===== config.mk =====
export PLATFORM = sky130hd
export DESIGN_NAME = step_atten_ctrl
export DESIGN_NICKNAME = d
export VERILOG_FILES = /design/src/rtl/step_atten_ctrl.sv
export SDC_FILE = /design/constraint.sdc
export NUM_CORES = 1
export LEC_CHECK = 0
export ABC_AREA = 1
export BUFFER_PORTS_ARGS = -buffer_cell sky130_fd_sc_hd__buf_4
export CORE_MARGIN = 4
export CORE_UTILIZATION = 28
export CTS_BUF_LIST = sky130_fd_sc_hd__clkbuf_2 sky130_fd_sc_hd__clkbuf_4 sky130_fd_sc_hd__clkbuf_8
export DETAILED_ROUTE_END_ITERATION = 16
export SLEW_MARGIN = 30
export SYNTH_ARGS = -nofsm -noshare
export SYNTH_HDL_FRONTEND = slang
export SYNTH_SLANG_ARGS = --single-unit

===== constraint.sdc =====
create_clock -name clk -period 2 [get_ports clk]
set_input_delay 0.4 -clock clk [delete_from_list [all_inputs] [get_ports clk]]
set_output_delay 0.4 -clock clk [all_outputs]
set_load 0.05 [all_outputs]

===== src/rtl/step_atten_ctrl.sv =====
module step_atten_ctrl #(
  parameter int W   = 6,
  parameter int MID = 1 << (W - 1)
) (
  input  logic         clk,
  input  logic         rst,
  input  logic         par_mode,
  input  logic         ser_data,
  input  logic         ser_clk,
  input  logic         ser_le,
  input  logic [W-1:0] par_code,
  input  logic [1:0]   pup_sel,
  output logic [W-1:0] att_code
);

  localparam logic [W-1:0] MAX_CODE = '1;
  localparam logic [W-1:0] MID_CODE = W'(MID);

  logic         sclk_s, sclk_d, sdat_s, sle_s;
  logic [W-1:0] sreg, par_prev, pup_code;

  wire shift_en = sclk_s & ~sclk_d;
  wire par_evt  = par_mode & (par_code != par_prev);

  always_comb begin
    case (pup_sel)
      2'b00:   pup_code = '0;
      2'b01:   pup_code = MAX_CODE;
      2'b10:   pup_code = MID_CODE;
      default: pup_code = par_code;
    endcase
  end

  always_ff @(posedge clk) begin
    if (rst) begin
      sclk_s <= 1'b0;
      sclk_d <= 1'b0;
      sdat_s <= 1'b0;
      sle_s  <= 1'b0;
    end else begin
      sclk_s <= ser_clk;
      sclk_d <= sclk_s;
      sdat_s <= ser_data;
      sle_s  <= ser_le;
    end
  end

  always_ff @(posedge clk) begin
    if (rst)           sreg <= '0;
    else if (shift_en) sreg <= {sreg[W-2:0], sdat_s};
  end

  always_ff @(posedge clk) par_prev <= par_code;

  always_ff @(posedge clk) begin
    if (rst)                       att_code <= pup_code;
    else if (par_evt)              att_code <= par_code;
    else if (!par_mode && sle_s)   att_code <= sreg;
  end

  AST_RST_ZERO: assert property (@(posedge clk) rst && pup_sel == 2'b00 |=> att_code == '0);
  AST_RST_MAX:  assert property (@(posedge clk) rst && pup_sel == 2'b01 |=> att_code == MAX_CODE);
  AST_RST_MID:  assert property (@(posedge clk) rst && pup_sel == 2'b10 |=> att_code == MID_CODE);
  AST_RST_PAR:  assert property (@(posedge clk) rst && pup_sel == 2'b11 |=> att_code == $past(par_code));
  AST_HOLD_LE_LOW: assert property (@(posedge clk) disable iff (rst)
    !par_mode && !sle_s |=> $stable(att_code));
  AST_LE_TRANSPARENT: assert property (@(posedge clk) disable iff (rst)
    !par_mode && sle_s |=> att_code == $past(sreg));
  AST_PAR_FOLLOW: assert property (@(posedge clk) disable iff (rst)
    par_mode && !$stable(par_code) |=> att_code == $past(par_code));
  AST_PAR_QUIET: assert property (@(posedge clk) disable iff (rst)
    par_mode && $stable(par_code) |=> $stable(att_code));

endmodule


# Yosys cells after proc, flatten, opt, wreduce, memory -nomap -nowiden
# Cells that the tools add are included.
# W data, S select, Z words.
dict set report word_totals {
  ff_bits 22
  mem_bits_rw 0
  memories 0
  rom_bits 0
  latch_bits 0
}
dict set report classes {
  n_bitwise 3
  add_sub_neg 0
  div_mod_pow 0
  n_mul 0
  n_eq_ne 3
  shifts 0
  n_mux 4
  n_reduce_logical 4
  magnitude_cmp 0
}
# op count
set op_table {}
lappend op_table {{$mux W6} 3}
lappend op_table {{$pmux W6 S3} 1}
lappend op_table {{$ne A6 B6 Y1} 1}
lappend op_table {{$reduce_bool A3 Y1} 1}
lappend op_table {{$and A1 B1 Y1} 2}
lappend op_table {{$eq A2 B1 Y1 const B} 1}
lappend op_table {{$eq A2 B2 Y1 const B} 1}
lappend op_table {{$logic_not A2 Y1} 1}
lappend op_table {{$logic_and A1 B1 Y1} 1}
lappend op_table {{$logic_not A1 Y1} 1}
lappend op_table {{$not A1 Y1} 1}

# Logic depth before layout (Yosys ltp)
dict set report depth {
  depth_word 5
  depth_mapped 9
  mapped_depth_nobuf 9
}

# Worst setup path before layout
# No wires, ideal clock.
dict set report synth_path {
  kind {input -> register}
  from {in par_code[3]}
  to {reg att_code[0], enable pin}
  n_path_buf 0
  setup_ps 310
  setup_slack_ps 633
  arrival_time_ps 1057
  required_time_ps 1690
  path_stages 7
  cell_sequence {inv_1 > nand2_1 > nand2_1 > nor2_4 > nand3_4 > nand2_4 > o211ai_1}
}
dict set report synth_between {
  elab_chain_cells 3
}
# element line_no
set synth_rtl {}
lappend synth_rtl {{start, declared} 11} ;# input logic [W-1:0] par_code,
lappend synth_rtl {{$ne A6 B6 Y1} 23} ;# wire par_evt = par_mode & (par_code != par_prev);
lappend synth_rtl {{$and A1 B1 Y1} 23}
lappend synth_rtl {{$reduce_bool A3 Y1 (no line)} n/a}
lappend synth_rtl {{end signal, assigned} 56} ;# if (rst) att_code <= pup_code;
lappend synth_rtl {{end signal, assigned} 57} ;# else if (par_evt) att_code <= par_code;
lappend synth_rtl {{end signal, assigned} 58} ;# else if (!par_mode && sle_s) att_code <= sreg;
lappend synth_rtl {{end, declared} 13} ;# output logic [W-1:0] att_code
# Every way passes these cells.
# A chain may end at the register's enable or synchronous reset.

# Worst setup path in the final report
dict set report layout_path {
  from {reg par_prev[4]}
  to {reg att_code[3], enable pin}
}
dict set report layout_between {
  elab_chain_cells 3
}
# element line_no
set layout_rtl {}
lappend layout_rtl {{start, declared} 20} ;# logic [W-1:0] sreg, par_prev, pup_code;
lappend layout_rtl {{start signal, assigned} 53} ;# always_ff @(posedge clk) par_prev <= par_code;
lappend layout_rtl {{$ne A6 B6 Y1} 23}
lappend layout_rtl {{$and A1 B1 Y1} 23}
lappend layout_rtl {{$reduce_bool A3 Y1 (no line)} n/a}
# Every way passes these cells.

==> flow_metrics.env <==
export IMPL_status="finished clean"
export IMPL_grt_pass1_wl_um=3650
export IMPL_setup_viol=0
export IMPL_p_per_area_mw_per_mm2=864
export IMPL_pwr_share_seq=0.452
export IMPL_finClkSkew_ns=0.00215
export IMPL_wl_per_cell_um=9.80
export IMPL_clk_insertion_delay_late_ns=0.26
export IMPL_ys_seq_area_frac=0.478
export IMPL_ant_nets=0
export IMPL_grt_pass1_vias=880
export IMPL_die_h_um=69.1
export IMPL_seq_area_um2=500
export IMPL_clock_fmax_mhz=695
export IMPL_period_needed_ns=1.44
export IMPL_critPathMaxFanout=7
export IMPL_cpMostUsedCell="nand2_1"
export IMPL_netlist_area_mm2=0.00105
export IMPL_total_power_mw=1.12
export IMPL_vias=874
export IMPL_clk_pin_slew_worst_paths_ns=0.08
export IMPL_drtPass1Iterations=4
export IMPL_area_growth_pct=23.6
export IMPL_clock_sinks=22
export IMPL_finalCritPeriodShare=0.719
export IMPL_synth_edf_count=6
export IMPL_vias_per_cell=4.31
export IMPL_numCtsBuffers=3
export IMPL_root_buffer="clkbuf_8"
export IMPL_layout_setup_ws_ns=0.561
export IMPL_holdWs_ns=0.259
export IMPL_synth_avg_cell_area_um2=7.53
export IMPL_ys_ff_latch=22
export IMPL_slew_headroom=0.645
export IMPL_finalWirelength_um=1990
export IMPL_clockBufferDepth=2
export IMPL_initial_core_util=0.302
export IMPL_tritoncts="yes"
export IMPL_setup_tns_final_ns=0
export IMPL_syn_inst=139
export IMPL_async_reset_ff_frac=0
export IMPL_io_pins=20
export IMPL_netlist_area_leader_share=0.306
export IMPL_swShare=0.257
export IMPL_drv_slew=0
export IMPL_gp_congestion=0.818
export IMPL_cp_slowest_cell="dfxtp_1"
export IMPL_drive_gt1_frac=0.223
export IMPL_synth_nets=155
export IMPL_antenna_found_initial=0
export IMPL_hold_viol=0
export IMPL_grt_max_degree=14
export IMPL_critPathArrivalTime_ns=1.39
export IMPL_crit_required_ns=1.95
export IMPL_drv_cap=0
export IMPL_synth_most_common_cell="nand2_1"
export IMPL_die_area_mm2=0.00478
export IMPL_rows=21
export IMPL_power_switching_mw=0.287
export IMPL_n_antenna_cell=0
export IMPL_synth_area_leaders="dfxtp_1 31%, edfxtp_1 17%, nand2_1 14%, inv_1 7.9%, nand3_1 5.7%"
export IMPL_post_cts_resized=0
export IMPL_intPower_mw=0.829
export IMPL_vdd_drop_max_uv=261
export IMPL_p_leak_nw=0.643
export IMPL_drc=0
export IMPL_core_area_mm2=0.00347
export IMPL_combinationalPowerShare=0.180
export IMPL_grt_usage=0.0907
export IMPL_worstMarginPinSlew_ns=0.530
export IMPL_htreeDepth=1
export IMPL_rsz0062_at_grt="no"
export IMPL_drt_initial_drc_count=12
export IMPL_multi_input_area_um2=423
export IMPL_cts_setup_buffers=0
export IMPL_p_clk_frac=0.368
export IMPL_yosys_top_cells_count="39 x nand2_1, 22 x inv_1, 16 x dfxtp_1, 12 x nand3_1, 12 x o21ai_0"
export IMPL_numPortBuffers=19
export IMPL_synth_area_leader_cell="dfxtp_1"
export IMPL_synth_ff_type="dfxtp_1"
export IMPL_cp_start_kind="register"
export IMPL_crit_path_end_kind="register"
export IMPL_grt_remaining_overflow=0
export IMPL_n_fill_cell=373
export IMPL_synth_cell_types=20
export IMPL_yosysWarnings=0
export IMPL_cts_hold_buf=0
export IMPL_layout_nets=174
export IMPL_min_path_type="in2reg"
export IMPL_dp_hpwl_um=1610
export IMPL_slowest_delay_ns=0.35
export IMPL_worstSetupPathType="reg2reg"
export IMPL_cp_cell_sequence="inv_1 -> nand2_1 -> nand2_1 -> nor2_2 -> nand3_4 -> nand2_4 -> o211ai_1"
export IMPL_die_width_um=69.1
export IMPL_post_place_ws_ns=0.379
## registers in the layout, indices dropped and copies added (netlist names)
register,count
att_code,6
sreg,6
sdat_s,1
sclk_d,1
par_prev,6
sclk_s,1
sle_s,1
## area by class of cell
class / count / area share
clock buffer: 3 / 0.0319
clock inverter: 1 / 0.0232
inverter: 26 / 0.0755
timing repair buffer: 19 / 0.110
tap: 46 / 0.0445
multi-input combinational: 86 / 0.327
sequential: 22 / 0.387
## critical path, delay by kind of cell (launching register included)
| family | cells | cell delay (ns) |
|---|---|---|
| flip-flops | 1 | 0.35 |
| AO/OA/AOI/OAI | 1 | 0.23 |
| AND/OR/NAND/NOR | 5 | 0.50 |
| buffers and inverters | 1 | 0.05 |
## placed cells by master, fill, tap and decap left out, types with 2 or more instances in the layout
cell,instances
o21ai_0,12
buf_4,19
a21oi_1,5
inv_1,22
dfxtp_1,16
nand2_2,3
nand3_1,12
nor2_2,2
nor2_1,6
ha_1,2
nand2_1,39
clkbuf_8,3
edfxtp_1,6
inv_2,4
## metrics by stage
stage | util | cell area [um^2] | std cells
4_1_cts | 0.373 | 1290 | 203
3_3_place_gp | 0.352 | 1220 | 199
3_5_place_dp | 0.352 | 1220 | 199
5_1_grt | 0.373 | 1290 | 203
2_1_floorplan | - | 1050 | 139
6_report | 0.373 | 1290 | 203
## path summary, 6_finish.rpt
kind               startpoint  slack (ns)  cells after the start     endpoint
hold / removal    par_code[2]        0.26                      1  par_prev[2]
setup / recovery  par_prev[4]        0.56                      7  att_code[3]
hold reg to reg        sclk_s        0.46                      2       sclk_d
setup reg to reg  par_prev[4]        0.56                      7  att_code[3]
## per-layer routing
layer  wire (um)  vias to the layer above  global-route usage
li1            -                      465                   -
met1         922                      389               0.107
met2         969                       15               0.160
met3          45                        5             0.00581
met4          52                        0              0.0521
met5           0                        -                   0
## power groups by stage
| stage | clock [mW] | combinational [mW] | sequential, mW |
|---|---|---|---|
| after floorplan | 0 | 0.0867 | 0.567 |
| after global placement | 0 | 0.199 | 0.514 |
| after detailed placement | 0 | 0.203 | 0.515 |
| after CTS | 0.423 | 0.203 | 0.505 |
| after global routing | 0.442 | 0.225 | 0.509 |
| final | 0.411 | 0.201 | 0.505 |
## logic make-up after synthesis
kind of cell,after synthesis,share of synthesized area
AOI/OAI and AO/OA,18,0.0885
adders and majority gates,2,0.0239
buffers and inverters,31,0.117
DFF,22,0.478
and+or+nand+nor,66,0.292
Power figures use the tool's default switching activity.
